`src/rtl/bcq_pkg.sv`:
```
`timescale 1ns/1ps
package bcq_pkg;
  typedef enum logic [3:0] {
    OP_BLK_RD = 4'd1,
    OP_BLK_WR = 4'd2,
    OP_ONE_WR = 4'd3,
    OP_IO_RD  = 4'd4,
    OP_IO_BC  = 4'd5
  } op_e;

  localparam int MAX_DATA = 4;
  localparam int CMD_SPAN = 1 + MAX_DATA;

  function automatic logic [2:0] data_words(input logic [3:0] op);
    case (op)
      OP_BLK_WR: return 3'd4;
      OP_ONE_WR: return 3'd1;
      OP_IO_BC:  return 3'd1;
      default:   return 3'd0;
    endcase
  endfunction
endpackage

```
`src/rtl/bcq_decode.sv`:
```
`timescale 1ns/1ps
module bcq_decode import bcq_pkg::*; #(
  parameter int ADDR_W    = 32,
  parameter int NUM_BANKS = 16,
  parameter int BANK_LSB  = 5,
  localparam int BANK_W   = (NUM_BANKS > 1) ? $clog2(NUM_BANKS) : 1
) (
  input  logic              clk,
  input  logic              rst_n,
  input  logic [BANK_W-1:0] bank_id,
  input  logic              cfg_we,
  input  logic [ADDR_W-1:0] cfg_base,
  input  logic [ADDR_W-1:0] cfg_size,
  input  logic              bus_valid,
  input  logic              bus_hdr,
  input  logic [3:0]        op,
  input  logic [ADDR_W-1:0] addr,
  output logic              push,
  output logic              push_tag
);
  logic [ADDR_W-1:0] base_q, size_q;
  logic              cfg_done;
  logic [2:0]        rem_q;
  logic              keep_q;
  logic              hdr_fire, dat_fire, bank_ok, hit;

  function automatic logic in_window(input logic [ADDR_W-1:0] a,
                                     input logic [ADDR_W-1:0] b,
                                     input logic [ADDR_W-1:0] s);
    return (a >= b) && ((a - b) < s);
  endfunction

  generate
    if (NUM_BANKS > 1) begin : g_bank
      assign bank_ok = (addr[BANK_LSB +: BANK_W] == bank_id);
    end else begin : g_single
      logic unused_id;
      assign unused_id = ^bank_id;
      assign bank_ok = 1'b1;
    end
  endgenerate

  always_comb begin
    hdr_fire = bus_valid && bus_hdr;
    dat_fire = bus_valid && !bus_hdr && (rem_q != 3'd0);
    case (op)
      OP_BLK_RD, OP_BLK_WR, OP_ONE_WR: hit = bank_ok && in_window(addr, base_q, size_q);
      OP_IO_RD:                        hit = bank_ok;
      OP_IO_BC:                        hit = 1'b1;
      default:                         hit = 1'b0;
    endcase
    hit      = hit && cfg_done;
    push     = (hdr_fire && hit) || (dat_fire && keep_q);
    push_tag = hdr_fire;
  end

  always_ff @(posedge clk) begin
    if (!rst_n) begin
      base_q   <= '0;
      size_q   <= '0;
      cfg_done <= 1'b0;
    end else if (cfg_we) begin
      base_q   <= cfg_base;
      size_q   <= cfg_size;
      cfg_done <= 1'b1;
    end
  end

  always_ff @(posedge clk) begin
    if (!rst_n) begin
      rem_q  <= 3'd0;
      keep_q <= 1'b0;
    end else if (hdr_fire) begin
      rem_q  <= data_words(op);
      keep_q <= hit;
    end else if (dat_fire) begin
      rem_q  <= rem_q - 3'd1;
    end
  end

  assert_len_R1: assert property (@(posedge clk) disable iff (!rst_n)
    (hdr_fire && op == OP_BLK_WR) |=> (rem_q == 3'd4));
  assert_unconf_R2: assert property (@(posedge clk) disable iff (!rst_n)
    !cfg_done |-> !push);
  assert_stray_R6: assert property (@(posedge clk) disable iff (!rst_n)
    (bus_valid && !bus_hdr && rem_q == 3'd0) |-> !push);
endmodule

```
`src/rtl/bcq_fifo.sv`:
```
`timescale 1ns/1ps
module bcq_fifo #(
  parameter int W     = 65,
  parameter int DEPTH = 16,
  localparam int PTR_W = (DEPTH > 1) ? $clog2(DEPTH) : 1,
  localparam int CNT_W = $clog2(DEPTH + 1)
) (
  input  logic             clk,
  input  logic             rst_n,
  input  logic             wr_en,
  input  logic [W-1:0]     wr_data,
  input  logic             rd_en,
  output logic [W-1:0]     rd_data,
  output logic [CNT_W-1:0] count
);
  localparam logic [CNT_W-1:0] FULL_AT = CNT_W'(DEPTH);
  localparam logic [PTR_W-1:0] LAST    = PTR_W'(DEPTH - 1);

  logic [W-1:0]     mem [DEPTH];
  logic [PTR_W-1:0] wp, rp;
  logic             rd_ok, wr_ok;

  function automatic logic [PTR_W-1:0] bump(input logic [PTR_W-1:0] p);
    return (p == LAST) ? '0 : p + 1'b1;
  endfunction

  assign rd_ok   = rd_en && (count != '0);
  assign wr_ok   = wr_en && ((count != FULL_AT) || rd_ok);
  assign rd_data = mem[rp];

  always_ff @(posedge clk) begin
    if (wr_ok) mem[wp] <= wr_data;
  end

  always_ff @(posedge clk) begin
    if (!rst_n) begin
      wp    <= '0;
      rp    <= '0;
      count <= '0;
    end else begin
      if (wr_ok) wp <= bump(wp);
      if (rd_ok) rp <= bump(rp);
      if (wr_ok && !rd_ok)      count <= count + 1'b1;
      else if (rd_ok && !wr_ok) count <= count - 1'b1;
    end
  end

  assert_no_overflow_R11: assert property (@(posedge clk) disable iff (!rst_n)
    (count == FULL_AT && wr_en && !rd_en) |=> (count == FULL_AT));
  assert_step_R8: assert property (@(posedge clk) disable iff (!rst_n)
    rd_ok |=> (count == $past(count) || count == $past(count) - 1'b1));
endmodule

```
`src/rtl/bcq_filter_queue.sv`:
```
`timescale 1ns/1ps
module bcq_filter_queue import bcq_pkg::*; #(
  parameter int DATA_W    = 64,
  parameter int ADDR_W    = 32,
  parameter int NUM_BANKS = 16,
  parameter int BANK_LSB  = 5,
  parameter int DEPTH     = 16,
  localparam int BANK_W   = (NUM_BANKS > 1) ? $clog2(NUM_BANKS) : 1,
  localparam int CNT_W    = $clog2(DEPTH + 1)
) (
  input  logic              clk,
  input  logic              rst_n,
  input  logic [BANK_W-1:0] bank_id,
  input  logic              cfg_we,
  input  logic [ADDR_W-1:0] cfg_base,
  input  logic [ADDR_W-1:0] cfg_size,
  input  logic              bus_valid,
  input  logic              bus_hdr,
  input  logic [DATA_W-1:0] bus_word,
  output logic              out_valid,
  input  logic              out_ready,
  output logic              out_tag,
  output logic [DATA_W-1:0] out_word,
  output logic              stop_req
);
  localparam logic [CNT_W-1:0] STOP_ABOVE = CNT_W'(DEPTH - CMD_SPAN);

  logic             push, push_tag, pop;
  logic [CNT_W-1:0] level;

  bcq_decode #(.ADDR_W(ADDR_W), .NUM_BANKS(NUM_BANKS), .BANK_LSB(BANK_LSB)) u_decode (
    .clk(clk), .rst_n(rst_n), .bank_id(bank_id),
    .cfg_we(cfg_we), .cfg_base(cfg_base), .cfg_size(cfg_size),
    .bus_valid(bus_valid), .bus_hdr(bus_hdr),
    .op(bus_word[DATA_W-1 -: 4]), .addr(bus_word[ADDR_W-1:0]),
    .push(push), .push_tag(push_tag)
  );

  bcq_fifo #(.W(DATA_W + 1), .DEPTH(DEPTH)) u_fifo (
    .clk(clk), .rst_n(rst_n),
    .wr_en(push), .wr_data({push_tag, bus_word}),
    .rd_en(pop), .rd_data({out_tag, out_word}),
    .count(level)
  );

  assign out_valid = (level != '0);
  assign pop       = out_valid && out_ready;
  assign stop_req  = (level > STOP_ABOVE);

  assert_stop_hold_R9: assert property (@(posedge clk) disable iff (!rst_n)
    (stop_req && !pop) |=> stop_req);
  assert_reset_R10: assert property (@(posedge clk)
    !rst_n |=> (!out_valid && !stop_req));
endmodule

```
`config.mk`:
```
export PLATFORM = sky130hd
export DESIGN_NAME = bcq_filter_queue
export DESIGN_NICKNAME = d
export VERILOG_FILES = /design/src/rtl/bcq_pkg.sv /design/src/rtl/bcq_decode.sv /design/src/rtl/bcq_fifo.sv /design/src/rtl/bcq_filter_queue.sv
export SDC_FILE = /design/constraint.sdc
export NUM_CORES = 1
export LEC_CHECK = 0
export ABC_AREA = 1
export CORE_MARGIN = 2
export CORE_UTILIZATION = 40
export DETAILED_ROUTE_END_ITERATION = 16
export HOLD_SLACK_MARGIN = 0.12
export MAX_ROUTING_LAYER = met4
export PLACE_DENSITY = 0.6
export RECOVER_POWER = 100
export SLEW_MARGIN = 20
export SYNTH_ARGS = -nofsm -noshare
export SYNTH_HDL_FRONTEND = slang
export SYNTH_SLANG_ARGS = --single-unit
```
`constraint.sdc`:
```
create_clock -name clk -period 10.8 [get_ports clk]
set_input_delay 1.08 -clock clk [delete_from_list [all_inputs] [get_ports clk]]
set_output_delay 1.08 -clock clk [all_outputs]
set_load 0.05 [all_outputs]
```
# == Word level (Yosys, flattened, before mapping) ==
# Memory sizes are Yosys's and may differ from the RTL's. A register that Yosys moved wholly into a read port is not among the register bits.
# Index checks and enable logic that the tools add are counted.
# word_totals
ram_bits,1040
mem_count,1
inputBits,138
register_bits,82
# op_classes
eq_ne,9
n_addsub,6
n_lt_le_gt_ge,3
n_reduce_logical,24
mux,12
# memory_table
memory,depth,width,rd,rd_ports_with_merged_regs,wr,line_no,source
u_fifo.mem,16,65,1,1,1,bcq_fifo.sv:19,logic [W-1:0] mem [DEPTH];
# ops
operator,count
>= comparator 32 bit,1
< comparator 32 bit,1
subtractor 32 bit,1
2-to-1 mux 4 bit,4
logical AND 1 bit,13
2-to-1 mux 5 bit,2
adder 4 x 1 -> 4 bit (second input constant),2
equality test 4 x 2 -> 1 bit (second input constant),2
equality test 4 x 3 -> 1 bit (second input constant),2
equality test 4 bit (second input constant),2
2-to-1 mux 3 bit,2
one-hot mux 3 bit (2 select lines),1
adder 5 x 1 -> 5 bit (second input constant),1
> comparator 5 x 4 -> 1 bit (second input constant),1
inequality test 5 bit (second input constant),1
nonzero test 5 bit,1
subtractor 5 x 1 -> 5 bit (second input constant),1
equality test 4 x 1 -> 1 bit (second input constant),1
equality test 4 bit,1
nonzero test 2 bit,2
logical NOT 1 bit,3
one-hot mux 1 bit (3 select lines),1
nonzero test 3 bit,1
OR reduction 3 bit,1
other kinds (4),6

# == Logic depth before layout (Yosys ltp) ==
# depth
ltp_word,13
depth_mapped,38
depth_no_buf,37

# == Modules after synthesis ==
# A second synthesis with hierarchy kept.
# unflattened
cells_unflattened,4514
area_unflattened_um2,48431.4
# modules_own_cells
mod,instances,seq_area_each_um2,cells_per_inst,area_per_inst_um2
bcq_fifo,1,31570.3,3750,43166.4
bcq_decode,1,1381.3,756,5226.3
bcq_filter_queue,1,0.0,8,38.8

# == Worst setup path before layout ==
# Ideal clock, no wire load.
# synth_timing
path_kind,input port to flip-flop
from,in bus_word[0]
to,"mem u_fifo.mem[10][0], enable pin"
t_arrival_ns,8.387
n_path_buf,1
required_time_ns,10.232
cell_stages,26
setup_time_ns,0.568
path_slack_ns,1.845
cell_sequence,inv_1 -> ha_1 -> fa_1 -> inv_1 -> nand2_1 -> nand2_1 -> and2_1 -> a21oi_1 -> o21ai_1 -> a21oi_2 -> o21ai_1 -> nand2_1 -> a21o_1 -> nand2_1 -> ha_1 -> nand2_1 -> o21a_1 -> a21oi_1 -> nor2_1 -> nand3_1 -> nand2_1 -> nand2_2 -> nand2_4 -> nand2_4 -> buf_6 -> nor3_1
# synth_via
elab_chain_cells,11
word_cells_on_any_way,12
# synth_rtl
item,line_no,source
from (decl),bcq_filter_queue.sv:19,"input logic [DATA_W-1:0] bus_word,"
subtractor 32 bit,bcq_decode.sv:30,return (a >= b) && ((a - b) < s);
< comparator 32 bit,bcq_decode.sv:30,
logical AND 1 bit (*),bcq_decode.sv:30,
logical AND 1 bit (*),bcq_decode.sv:47,"OP_BLK_RD, OP_BLK_WR, OP_ONE_WR: hit = bank_ok && in_window(addr, base_q, size_q);"
one-hot mux 1 bit (3 select lines) (*),bcq_decode.sv:46,case (op)
logical AND 1 bit (*),bcq_decode.sv:52,hit = hit && cfg_done;
logical AND 1 bit (*),bcq_decode.sv:53,push = (hdr_fire && hit) || (dat_fire && keep_q);
logical OR 1 bit (*),bcq_decode.sv:53,
logical AND 1 bit (*),bcq_fifo.sv:28,assign wr_ok = wr_en && ((count != FULL_AT) || rd_ok);
2-to-1 mux 1 bit (*),bcq_fifo.sv:32,if (wr_ok) mem[wp] <= wr_data;
2-to-1 mux 1 bit (implied by the code) (*),bcq_fifo.sv:32,
to (decl),bcq_fifo.sv:19,
# Mark *: on every way between the ends. The rest lies on a longest branch, timed or not.

==> impl_results.md <==
- Critical Path AT: 7550 ps
- TritonRoute pass-1 iters: 5
- Core Area: between 100000 and 150000 sq um
- Highest net fanout along the worst path: between 150 and 200
- Cells after synthesis: around 3600
- CP peak stage delay: between 2000 and 2500 ps
- DP Area: slightly above 50000 sq um
- CTS tree: yes
- Startpoint types: flop
- Worst rel slew slack: -219%
- Final setup viols: 0
- Part of the power in the clock network: 34.2%
- DIE AREA: 121000 sq um
- Layout area overhead: 15.4%
- RD Place Congestion: between 0.8 and 0.9
- EDFF count, synth: 1040
- Total CTS buffers: between 100 and 150
- Max Cap Viol: 19
- Total Neg Setup Slack: 0 ps
- Max IR drop VDD: 0.000153 V
- Final routed DRC violation total: 0
- Actual slew at the worst max-slew pin: about 4800 ps
- Initial Util: 40.5%
- Prevailing post-synth register cell: edfxtp_1
- GRT Util Overall: 20.4%
- Final hold slack: ~460 ps
- Async set-reset flop share out of synthesis: 0%
- Initial antenna violation count: 7
- Row count: 125
- Tmin final: 8630 ps
- Latest clock arrival within the worst-skew pair: 710 ps
- CTS max path bufs: 3
- DR WL/cell: 22.4 um
- Run status: finished with violations
- Failing checks: capacitance limit, slew limit
- Max Clk Rate: 116 MHz
- Setup CP Type: reg2out
- # resized after CTS: 0
- Slowest CP cell: clkbuf_1
- PortBufs: between 200 and 250
- Post-Place Setup Slack: 3350 ps
- Crit end category: output port
- I/O pin cnt: 205
- Internal: approximately 8 mW
- Sink Count: 1126
- Fill count: 10223
- RSZ-0062 raised after global routing: no
- Worst-path clk slew: 60 ps
- ANT nets after route: 0
- Layout cells sized above 1: approximately 6%
- Routed WL: 121000 um
- Post-CTS Hold Buffers: 0
- Post-Place Cells: 5193
- Post-route cell area: 54400 sq um
- Chip width: 347 um
- Final setup margin: 2170 ps
- Sw frac: 30.2%
- H-tree Lvls: 3
- Pwr Total: 11.5 mW
- Area of the multi-input gates: ~12000 sq um
- Pin count of the biggest net entering global routing: 211
- Post CTS Setup Buffer Count: 0
- Sequential cell area: 33000 sq um
- Final Cycle Share: 79.9%
- Die height: 347 um
- Flops & latches, synth: around 1100
- Crit-path most repeated cell: o21ai_0
- Nets@finish: approximately 4000
- Slew Viols, Final: 1078
- Final hold violations: 0
- Psw: 3.46 mW
- DP HPWL: 69300 um
- Worst path cell trace: clkbuf_1 -> buf_12 -> a21oi_1 -> o21ai_0 -> o21ai_0 -> o211ai_1 -> nand2_1 -> dlygate4sd3_1
- Tightest Hold Check Type: reg2reg
- Netlist cell types: 47
- Vias in the first global route: 28125
- Root Buffer: clkbuf_16
- First-pass GRT wire length: 180000 um
- Skew final: around 60 ps
- Required time of the critical path: 9720 ps
- Netlist Area Pre-Place: ~47000 sq um
- Leakage: 18.5 nW
- Avg Cell Area, Syn: around 13 sq um
- DRT iter0 DRCs: 2600
- Grt ovf: 0
- Sequential Power Share: between 40% and 50%
- Vias: 29010
- Pwr/cell area: ~210 nW/um^2
- Syn_nets: 3833
- Comb pwr share: 23.4%
- Post-layout util: 46.7%
- Sequential area share after synthesis: 69.9%
- Warnings from Yosys: 0
- Via-to-Cell Ratio: 5.36
- Flop-to-flop setup slack: roughly 4200 ps
- Layout Cells excl Fill: 5409
path summary, 6_finish.rpt:
kind                               to  cells past startpoint                 from
setup / recovery         out_word[56]                      8                 flop
hold / removal    u_decode.size_q[16]                      2  u_decode.size_q[16]
setup reg to reg    u_fifo.mem[7][10]                     27   u_decode.base_q[0]
hold reg to reg   u_decode.size_q[16]                      2  u_decode.size_q[16]
synth_stat cells (2+ instances only):
library cell | n | area (sq um)
nor2_2 | 3 | 18.8
nor3_1 | 17 | 85.1
o21a_1 | 4 | 30.0
o21ai_1 | 5 | 25.0
a21boi_0 | 2 | 15.0
o21bai_1 | 3 | 22.5
edfxtp_1 | 1040 | 31200
a211oi_1 | 4 | 30.0
nand2_1 | 205 | 769
o211a_1 | 2 | 20.0
o21ai_0 | 403 | 2020
clkbuf_1 | 163 | 612
a311oi_1 | 2 | 17.5
dfxtp_1 | 86 | 1720
or2_1 | 2 | 12.5
buf_2 | 33 | 165
a21o_1 | 5 | 37.5
nor4_1 | 3 | 18.8
o211ai_1 | 260 | 1950
nor3_2 | 2 | 20.0
a31oi_1 | 3 | 18.8
nand4_1 | 7 | 43.8
xor2_1 | 16 | 140
clkinv_1 | 2 | 7.51
o2111ai_1 | 2 | 17.5
nand2_4 | 2 | 22.5
a21oi_1 | 380 | 1900
nand3_1 | 106 | 531
nor2_1 | 68 | 255
fa_1 | 2 | 40.0
a21oi_2 | 2 | 17.5
nand2_2 | 6 | 37.5
or2_2 | 3 | 18.8
inv_1 | 410 | 1540
ha_1 | 74 | 926
xnor2_1 | 10 | 87.6
mux2i_1 | 260 | 2600
buf_1 | 13 | 48.8
worst max-delay path, delay by kind of cell (launching register included):
| kind | cells | cell delay (ps) |
|---|---|---|
| compound gates | 4 | 810 |
| buf+inv | 3 | 3890 |
| flops | 1 | 1760 |
| simple gates | 1 | 170 |
metal layers:
metal	routed length, um	vias up	track usage (%)
li1	-	13646	-
met1	53800	14311	27.6
met2	56800	878	32.1
met3	7490	175	2.93
met4	3200	0	6.16
met5	0	-	-
area by class of cell:
cell class | count | area share, %
clock inverter | 60 | 1.21
clock buffer | 151 | 5.67
sequential | 1126 | 60.6
timing repair buffer | 261 | 4.43
multi-input combinational | 1870 | 21.7
antenna | 4 | 0.0184
inverter | 413 | 2.88
tap | 1524 | 3.51
state kept, by name (all words and copies together), names as in the netlist, named ones only:
name               count
u_decode.keep_q        1
u_fifo.rp              4
u_decode.cfg_done      1
u_fifo.count           5
u_fifo.mem          1040
u_decode.size_q       32
u_fifo.wp              4
u_decode.rem_q         3
u_decode.base_q       32
power groups by stage:
stage,Combinational (mW),Clock (mW),Sequential [mW]
finish,2.69,3.93,4.85
global placement,2.65,0,4.95
global route,2.94,4.17,4.86
CTS,2.67,4.00,4.86
detailed placement,2.66,0,4.95
floorplan,1.85,0,4.89
cell usage in the layout, fill, tap and decap left out, types with 83 or more instances in the layout:
cell type	synthesis	final
inv_1	410	408
a21oi_1	380	381
dfxtp_1	86	83
mux2i_1	260	260
edfxtp_1	1040	1040
clkbuf_16	0	113
dlygate4sd3_1	0	124
o21ai_0	403	404
nand3_1	106	106
o211ai_1	260	260
nand2_1	205	208
logic make-up (layout without fill, tap and decap cells):
group | count (synthesis) | in the layout | synth area share (%)
other | 0 | 4 | 0
XOR/XNOR | 26 | 26 | 0.483
flip-flops | 1126 | 1126 | 69.9
AO/OA/AOI/OAI | 1081 | 1081 | 13.1
multiplexers | 260 | 260 | 5.52
buffers and inverters | 623 | 885 | 5.06
AND/OR/NAND/NOR | 427 | 427 | 3.94
adder cells (fa/ha/maj) | 76 | 76 | 2.05
No activity file was read; power rests on OpenSTA's default activity.
